<file path="config.mk">
export PLATFORM = sky130hd
export DESIGN_NAME = ecc_poison_ctrl
export DESIGN_NICKNAME = d
export VERILOG_FILES = /design/src/rtl/ecc_poison_pkg.sv /design/src/rtl/epi_quiesce.sv /design/src/rtl/epi_inject.sv /design/src/rtl/epi_ctrl.sv /design/src/rtl/ecc_poison_ctrl.sv
export SDC_FILE = /design/constraint.sdc
export NUM_CORES = 1
export LEC_CHECK = 0
export BUFFER_PORTS_ARGS = -buffer_cell sky130_fd_sc_hd__buf_2
export CORE_ASPECT_RATIO = 0.5
export CORE_UTILIZATION = 43
export DETAILED_ROUTE_END_ITERATION = 10
export GPL_TIMING_DRIVEN = 0
export PLACE_DENSITY = 0.8
export SLEW_MARGIN = 30
export SYNTH_ARGS = -nofsm -noshare
export SYNTH_HDL_FRONTEND = slang
export SYNTH_HIERARCHICAL = 1
export SYNTH_SLANG_ARGS = --single-unit
export TNS_END_PERCENT = 100
</file>
<file path="constraint.sdc">
create_clock -name clk -period 2.13 [get_ports clk]
set_clock_uncertainty 0.15 [all_clocks]
set_input_delay 0.3195 -clock clk [delete_from_list [all_inputs] [get_ports clk]]
set_output_delay 0.3195 -clock clk [all_outputs]
set_load 0.02 [all_outputs]
</file>
<file path="src/rtl/ecc_poison_pkg.sv">
package ecc_poison_pkg;

    typedef enum logic [1:0] {
        PM_OFF    = 2'b00,
        PM_ONE    = 2'b01,
        PM_TWO    = 2'b10,
        PM_RSVD   = 2'b11
    } poison_mode_e;

    typedef enum logic [0:0] {
        CS_IDLE = 1'b0,
        CS_WAIT = 1'b1
    } ctl_state_e;

    typedef struct packed {
        logic ce;
        logic ue;
    } chk_verdict_t;

    localparam int FLIP_W = 2;

    // Reserved encoding collapses to off.
    function automatic poison_mode_e norm_mode(input logic [1:0] raw);
        poison_mode_e m;
        m = poison_mode_e'(raw);
        return (m == PM_RSVD) ? PM_OFF : m;
    endfunction

    // Low-order corruption pattern for each mode.
    function automatic logic [FLIP_W-1:0] flip_pattern(input poison_mode_e m);
        case (m)
            PM_ONE:  return 2'b01;
            PM_TWO:  return 2'b11;
            default: return 2'b00;
        endcase
    endfunction

endpackage

</file>
<file path="src/rtl/epi_quiesce.sv">
module epi_quiesce #(
    parameter int NP = 3
) (
    input  logic          hold,
    input  logic [NP-1:0] port_pending,
    input  logic          refresh_active,
    input  logic          acc_valid,
    output logic          quiet,
    output logic [NP-1:0] stall
);
    assign quiet = (port_pending == '0) && !refresh_active && !acc_valid;

    for (genvar p = 0; p < NP; p++) begin : g_port
        assign stall[p] = hold;
    end

endmodule

</file>
<file path="src/rtl/epi_inject.sv">
module epi_inject
    import ecc_poison_pkg::*;
#(
    parameter int AW = 16,
    parameter int DW = 32
) (
    input  logic          clk,
    input  logic          rst,
    input  logic          armed,
    input  poison_mode_e  mode,
    input  logic [AW-1:0] target,
    input  logic          acc_valid,
    input  logic [AW-1:0] acc_addr,
    input  logic [DW-1:0] acc_data,
    output logic [DW-1:0] mem_data,
    output logic          hit
);
    localparam int PAD_W = DW - FLIP_W;

    logic [DW-1:0] mask;

    assign hit      = armed && acc_valid && (acc_addr == target);
    assign mask     = hit ? {{PAD_W{1'b0}}, flip_pattern(mode)} : '0;
    assign mem_data = acc_data ^ mask;

    AST_CLEAN_PASS: assert property (@(posedge clk) disable iff (rst)
        !armed |-> (mem_data == acc_data)) else $error("unarmed corruption");

endmodule

</file>
<file path="src/rtl/epi_ctrl.sv">
module epi_ctrl
    import ecc_poison_pkg::*;
#(
    parameter int AW = 16
) (
    input  logic          clk,
    input  logic          rst,
    input  logic          cfg_valid,
    input  logic [1:0]    cfg_mode,
    input  logic [AW-1:0] cfg_addr,
    input  logic          cfg_restore,
    input  logic          quiet,
    input  logic          hit,
    input  logic          rsp_valid,
    input  logic          rsp_ce,
    input  logic          rsp_ue,
    output logic          busy,
    output logic          cfg_err,
    output poison_mode_e  act_mode,
    output logic [AW-1:0] act_addr,
    output logic          armed,
    output logic          done,
    output chk_verdict_t  verdict,
    output logic          irq_ue
);
    ctl_state_e    state;
    poison_mode_e  pend_mode;
    logic [AW-1:0] pend_addr;
    logic          wait_rsp;
    logic          req;

    assign req  = cfg_valid || cfg_restore;
    assign busy = (state == CS_WAIT);

    always_ff @(posedge clk) begin
        if (rst) begin
            state     <= CS_IDLE;
            pend_mode <= PM_OFF;
            pend_addr <= '0;
            act_mode  <= PM_OFF;
            act_addr  <= '0;
            armed     <= 1'b0;
            wait_rsp  <= 1'b0;
            cfg_err   <= 1'b0;
            done      <= 1'b0;
            verdict   <= '0;
            irq_ue    <= 1'b0;
        end else begin
            done   <= 1'b0;
            irq_ue <= 1'b0;

            if (wait_rsp && rsp_valid) begin
                done     <= 1'b1;
                verdict  <= '{ce: rsp_ce, ue: rsp_ue};
                irq_ue   <= rsp_ue;
                wait_rsp <= 1'b0;
            end

            if (hit) begin
                armed    <= 1'b0;
                wait_rsp <= 1'b1;
            end

            case (state)
                CS_IDLE: begin
                    if (req) begin
                        state     <= CS_WAIT;
                        pend_mode <= cfg_restore ? PM_OFF : norm_mode(cfg_mode);
                        pend_addr <= cfg_restore ? act_addr : cfg_addr;
                    end
                end
                CS_WAIT: begin
                    if (req) begin
                        cfg_err <= 1'b1;
                    end
                    if (quiet) begin
                        state    <= CS_IDLE;
                        act_mode <= pend_mode;
                        act_addr <= pend_addr;
                        armed    <= (pend_mode != PM_OFF);
                        wait_rsp <= 1'b0;
                    end
                end
                default: state <= CS_IDLE;
            endcase
        end
    end

    AST_COMMIT_QUIET: assert property (@(posedge clk) disable iff (rst)
        (!$stable(act_mode) || !$stable(act_addr)) |-> $past(quiet)) else $error("commit not quiet");

    AST_ONE_TARGET: assert property (@(posedge clk) disable iff (rst)
        hit |=> !armed) else $error("second injection armed");

    AST_DONE_PULSE: assert property (@(posedge clk) disable iff (rst)
        done |=> !done) else $error("done longer than one cycle");

    AST_IRQ_UE: assert property (@(posedge clk) disable iff (rst)
        irq_ue |-> (done && verdict.ue)) else $error("irq without ue verdict");

    AST_ERR_STICKY: assert property (@(posedge clk) disable iff (rst)
        cfg_err |=> cfg_err) else $error("error flag cleared");

endmodule

</file>
<file path="src/rtl/ecc_poison_ctrl.sv">
module ecc_poison_ctrl
    import ecc_poison_pkg::*;
#(
    parameter int NP = 3,
    parameter int AW = 16,
    parameter int DW = 32
) (
    input  logic          clk,
    input  logic          rst,
    input  logic          cfg_valid,
    input  logic [1:0]    cfg_mode,
    input  logic [AW-1:0] cfg_addr,
    input  logic          cfg_restore,
    output logic          busy,
    output logic          cfg_err,
    output logic [1:0]    active_mode,
    output logic [AW-1:0] active_addr,
    input  logic [NP-1:0] port_pending,
    input  logic          refresh_active,
    output logic [NP-1:0] stall,
    input  logic          acc_valid,
    input  logic [AW-1:0] acc_addr,
    input  logic [DW-1:0] acc_data,
    output logic [DW-1:0] mem_data,
    input  logic          rsp_valid,
    input  logic          rsp_ce,
    input  logic          rsp_ue,
    output logic          done,
    output logic          stat_ce,
    output logic          stat_ue,
    output logic          irq_ue
);
    logic         quiet;
    logic         hit;
    logic         armed;
    poison_mode_e act_mode;
    chk_verdict_t verdict;

    epi_quiesce #(.NP(NP)) u_quiesce (
        .hold           (busy),
        .port_pending   (port_pending),
        .refresh_active (refresh_active),
        .acc_valid      (acc_valid),
        .quiet          (quiet),
        .stall          (stall)
    );

    epi_ctrl #(.AW(AW)) u_ctrl (
        .clk         (clk),
        .rst         (rst),
        .cfg_valid   (cfg_valid),
        .cfg_mode    (cfg_mode),
        .cfg_addr    (cfg_addr),
        .cfg_restore (cfg_restore),
        .quiet       (quiet),
        .hit         (hit),
        .rsp_valid   (rsp_valid),
        .rsp_ce      (rsp_ce),
        .rsp_ue      (rsp_ue),
        .busy        (busy),
        .cfg_err     (cfg_err),
        .act_mode    (act_mode),
        .act_addr    (active_addr),
        .armed       (armed),
        .done        (done),
        .verdict     (verdict),
        .irq_ue      (irq_ue)
    );

    epi_inject #(.AW(AW), .DW(DW)) u_inject (
        .clk       (clk),
        .rst       (rst),
        .armed     (armed),
        .mode      (act_mode),
        .target    (active_addr),
        .acc_valid (acc_valid),
        .acc_addr  (acc_addr),
        .acc_data  (acc_data),
        .mem_data  (mem_data),
        .hit       (hit)
    );

    assign active_mode = act_mode;
    assign stat_ce     = verdict.ce;
    assign stat_ue     = verdict.ue;

endmodule

</file>
* After elaboration in Yosys (flattened, before gate mapping)
Cells that the tools add are included.
** Storage, ports and cells
- Register bits after elaboration :: 44
- Bits in latches :: 0
- RAM bits :: 0
- Memory bits (read-only) :: 0
- Input bits :: 78
- Output and inout bits :: 59
- Logic and storage cells :: 49
- Memories :: 0
** Cells by class
- $add $sub $neg :: 0
- Multipliers :: 0
- Div/mod/pow operators :: 0
- Magnitude comparators :: 0
- Equality and inequality tests :: 4
- Shift operators :: 0
- Multiplexer cells :: 16
- Bitwise logic cells :: 3
- Reduce and logical (&&, ||, !) cells :: 14
** Operators by type and width (number)
- $xor A32 B32 Y32 :: 1
- $eq A16 B16 Y1 :: 1
- $mux W16 :: 1
- $mux W1 :: 10
- $mux W2 :: 3
- $reduce_and A2 Y1 :: 3
- $logic_and A1 B1 Y1 :: 5
- $eq A2 B2 Y1 const B :: 2
- $pmux W2 S2 :: 1
- $logic_not A3 Y1 :: 1
- $eq A2 B1 Y1 const B :: 1
- $logic_not A1 Y1 :: 2
- $not A1 Y1 :: 2
- $pmux W1 S2 :: 1
- $reduce_bool A2 Y1 :: 1
- $reduce_or A2 Y1 :: 1
- $logic_or A1 B1 Y1 :: 1

* Depth between registers and ports, before layout
- Word-level depth :: 5
- Depth in mapped cells :: 6
- Mapped depth without buffers :: 6

* Modules after synthesis
Netlist, hierarchy kept.
** By module, submodules not included
- epi_ctrl :: instances 1, cells each 189, area an instance 1685.4 um^2, sequential area each 880.8 um^2
- epi_inject :: instances 1, cells each 65, area an instance 523.0 um^2, sequential area each 0.0 um^2
- epi_quiesce :: instances 1, cells each 5, area an instance 33.8 um^2, sequential area each 0.0 um^2

* Least setup slack after synthesis
Ideal clock, no wire load.
- Kind :: register to output
- From :: register u_ctrl.act_addr[1]
- To :: output port mem_data[0]
- Arrival :: 1731 ps
- Setup slack :: -70 ps
- Cell stages (with the launch flop) :: 6
- Path through :: dfxtp_1 xnor2_1 o2111ai_1 or4_4 nor4_4 xor2_1
** Between the ends
- Cells in the longest elaborated chain, start to end :: 4
** RTL lines
- from (decl) :: RTL line epi_ctrl.sv:20 : output logic [AW-1:0] act_addr,
- from (signal assigned) :: RTL line epi_ctrl.sv:79 : act_addr <= pend_addr;
- $eq A16 B16 Y1 :: RTL line epi_inject.sv:22 : assign hit = armed && acc_valid && (acc_addr == target);
- $logic_and A1 B1 Y1 :: RTL line epi_inject.sv:22
- $mux W2 :: RTL line epi_inject.sv:23 : assign mask = hit ? {{PAD_W{1'b0}}, flip_pattern(mode)} : '0;
- $xor A32 B32 Y32 :: RTL line epi_inject.sv:24 : assign mem_data = acc_data ^ mask;
- to (decl) :: RTL line ecc_poison_ctrl.sv:24 : output logic [DW-1:0] mem_data,
No other way between the ends.

* Worst setup path in the final report
- From :: register u_ctrl.act_addr[11]
- To :: output port mem_data[0]
Same word-level chain as after synthesis.

==> results by group <==
Worst hold path
  • Min-Delay Path Depth: 2
  • Hold Crit Class: in2reg

Setup path
  • CP Class: reg2out
  • Critical Path Fanout Max: 5
  • Reg2reg path depth: 6
  • Critical-path cell list: nand2b_1 -> o2111ai_1 -> or4_4 -> nor4_4 -> xor2_2 -> buf_4
  • Setup crit start kind: flop
  • Crit-path slowest cell: or4_4
  • Critical Path Sink Type: output pin
  • Worst path max stage delay: 0.55 ns
  • Critical Path RT: 1.66 ns
  • Crit path DAT: 1.98 ns

Placement
  • Final GP Congestion: 0.831
  • Count of input and output buffers: 105
  • DP HPWL: 4.48 mm
  • Placed insts: 434

Layout
  • Commonest non-fill, non-tap cells in the layout: buf_2, nand2_1, buf_4
  • Final non-filler cell total: 450
  • Share of cells above drive strength 1: 0.489
  • Diodes inserted: 0
  • Final-stage net count: 458
  • Synthesis-to-finish area growth: 38.6%
  • Fillers: 400
  • Most common cell after layout, fill and taps aside: buf_2
  • Final core utilization: 0.624

Global route
  • Met1 Track Usage GR: 0.222
  • Initial antenna violation count: 0
  • Met3 global-route usage: 0.0616
  • GR Overflow Total: 0
  • Vias in the first global route: 1998
  • Met2 Use GR: 0.386
  • Gr busiest metal: met2
  • Pin count of the biggest net entering global routing: 15
  • GRT Util Overall: 0.206
  • First-pass GRT wire length: 8.68 mm

Die
  • Io pins: 137
  • FP Rows: 18
  • Die area: 5520 um2
  • Die H: 53.1 um
  • Starting density of the core: 0.450
  • Core area: 4980 um2
  • Die X: 104 um

Power
  • Pwr Total: 1.82 mW
  • Power Density: 585 nW/um2
  • Pleak: 1.45 nW
  • Maximum vdd drop: 0.000294 V

Routing
  • DRC errors left: 0
  • DRT iter0 DRCs: 74
  • Detail Route Antenna Nets: 0
  • Vias/cell: 5.08
  • Routed wire per std cell: 13.1 um
  • Final wirelength: 5.90 mm
  • Via count: 2285
  • First-pass DRT Iterations: 5

Timing
  • Fin crit period: 2.45 ns
  • Setup violations, final: 2
  • F_max: 408 MHz
  • Slew Limit Headroom: 0.613
  • Worst hold margin: 0.0928 ns
  • Slew @ Worst Pin: 0.580 ns
  • Setup TNS: -0.551 ns
  • RSZ-0062 raised after global routing: yes
  • Final Hold Viols: 0
  • Final setup margin: -0.319 ns
  • Fin crit share: 1.15
  • Fin. max-slew vios: 0

Yosys
  • Syn_nets: 338
  • Number of flops mapped to enable cells by yosys: 0
  • Sequential area share after synthesis: 0.393
  • Post-synthesis cell type count: 35
  • Area leader, netlist: dfxtp_1
  • Asr flop ratio synth: 0
  • Ranking of synthesized cells by area: dfxtp_1, buf_4, mux2i_1
  • Synth top area share: 0.393
  • Ys flop type: dfxtp_1
  • Syn. warnings: 6
  • Post-Syn Area: 2240 um2
  • Avg Cell Area, Syn: 8.66 um2
  • #FFs+latches synth: 44
  • Mapped Cells: 259

Clock network
  • Worst-skew pair later-pin latency: 0.29 ns
  • CTS max path bufs: 2
  • Clock Tree Root: clkbuf_8
  • CTS tree: built
  • Clock transition at path regs: 0.08 ns
  • H-tree Lvls: 2
  • Hold buffers post-CTS: 0
  • TritonCTS Buffers: 5
  • CTS sink cnt: 44

Run
  • Max-cap violations: 0

Status
  • Outcome: finished with violations
  • Failing checks: negative setup slack
[flip-flops by register name (all words and copies together) (netlist names)]
register and cells:
u_ctrl/pend_addr 16, u_ctrl/cfg_err 1, u_ctrl/act_mode 2, u_ctrl/armed 1
u_ctrl/busy 1, u_ctrl/wait_rsp 1, u_ctrl/act_addr 16, u_ctrl/irq_ue 1
u_ctrl/pend_mode 2, u_ctrl/verdict 2, u_ctrl/done 1
[path summary, 6_finish.rpt]
check	startpoint	to	slack, ns
setup reg to reg	u_ctrl/act_addr[11]	u_ctrl/armed	0.27
setup / recovery	u_ctrl/act_addr[11]	mem_data[0]	-0.32
hold / removal	rsp_ue	u_ctrl/irq_ue	0.09
hold reg to reg	u_ctrl/pend_addr[6]	u_ctrl/act_addr[6]	0.30
[layer usage]
layer / wire length (um) / vias to the layer above
li1: - / 1079
met5: 0 / -
met2: 2990 / 146
met3: 617 / 13
met4: 129 / 0
met1: 2160 / 1047
[cell families (layout without fill, tap and decap cells)]
| group | count (synthesis) | after routing | synth area share |
|---|---|---|---|
| adder cells (fa/ha/maj) | 1 | 1 | 0.00558 |
| AO/OA/AOI/OAI | 48 | 48 | 0.141 |
| buffers and inverters | 54 | 175 | 0.153 |
| XOR/XNOR | 13 | 13 | 0.0541 |
| multiplexers | 16 | 16 | 0.0714 |
| AND/OR/NAND/NOR | 83 | 83 | 0.182 |
| flip-flops | 44 | 44 | 0.393 |
[what timing repair did]
item | in CTS | in global routing
pin swaps | 10 | 2
endpoints found under the setup margin | 2 | 2
setup buffers | 8 | 0
gates resized for setup | 16 | 6
[synthesized netlist by cell type, types with 4 or more instances]
cell      count
a211oi_1     16
a21oi_1      25
buf_4        33
clkbuf_1      9
dfxtp_1      44
inv_1         6
mux2i_1      16
nand2_1      42
nor2_1       20
xnor2_1       4
xor2_1        8
[where the power goes]
group / total (mW) / switching [mW] / internal, mW
clock network: 0.626 / 0.279 / 0.347
logic: 0.327 / 0.172 / 0.154
registers: 0.867 / 0.0179 / 0.849
total: 1.82 / 0.469 / 1.35
[critical path: cells and delay by family, from the launching register on]
kind                   cells  cell delay [ns]
AND/OR/NAND/NOR            3             0.93
buffers and inverters      1             0.15
XOR/XNOR                   1             0.15
AO/OA/AOI/OAI              1             0.11
flip-flops                 1             0.36
[metrics by stage]
step / cell area [um2] / setup slack (ns)
after floorplan: 2260 / 0.00321
after detailed placement: 2870 / -0.230
after CTS: 3080 / -0.330
final: 3110 / -0.319
after global routing: 3110 / -0.418
after global placement: 2870 / -0.192
[final cells by class]
class                      count  area (um2)  area share
multi-input combinational    161        1070       0.344
sequential                    44         898       0.289
clock inverter                 3        42.5      0.0137
clock buffer                   5        68.8      0.0221
tap                           70        87.6      0.0282
timing repair buffer         113         598       0.192
inverter                       8        30.0     0.00966
buffer                        46         314       0.101
(Power assumes the default switching activity.)
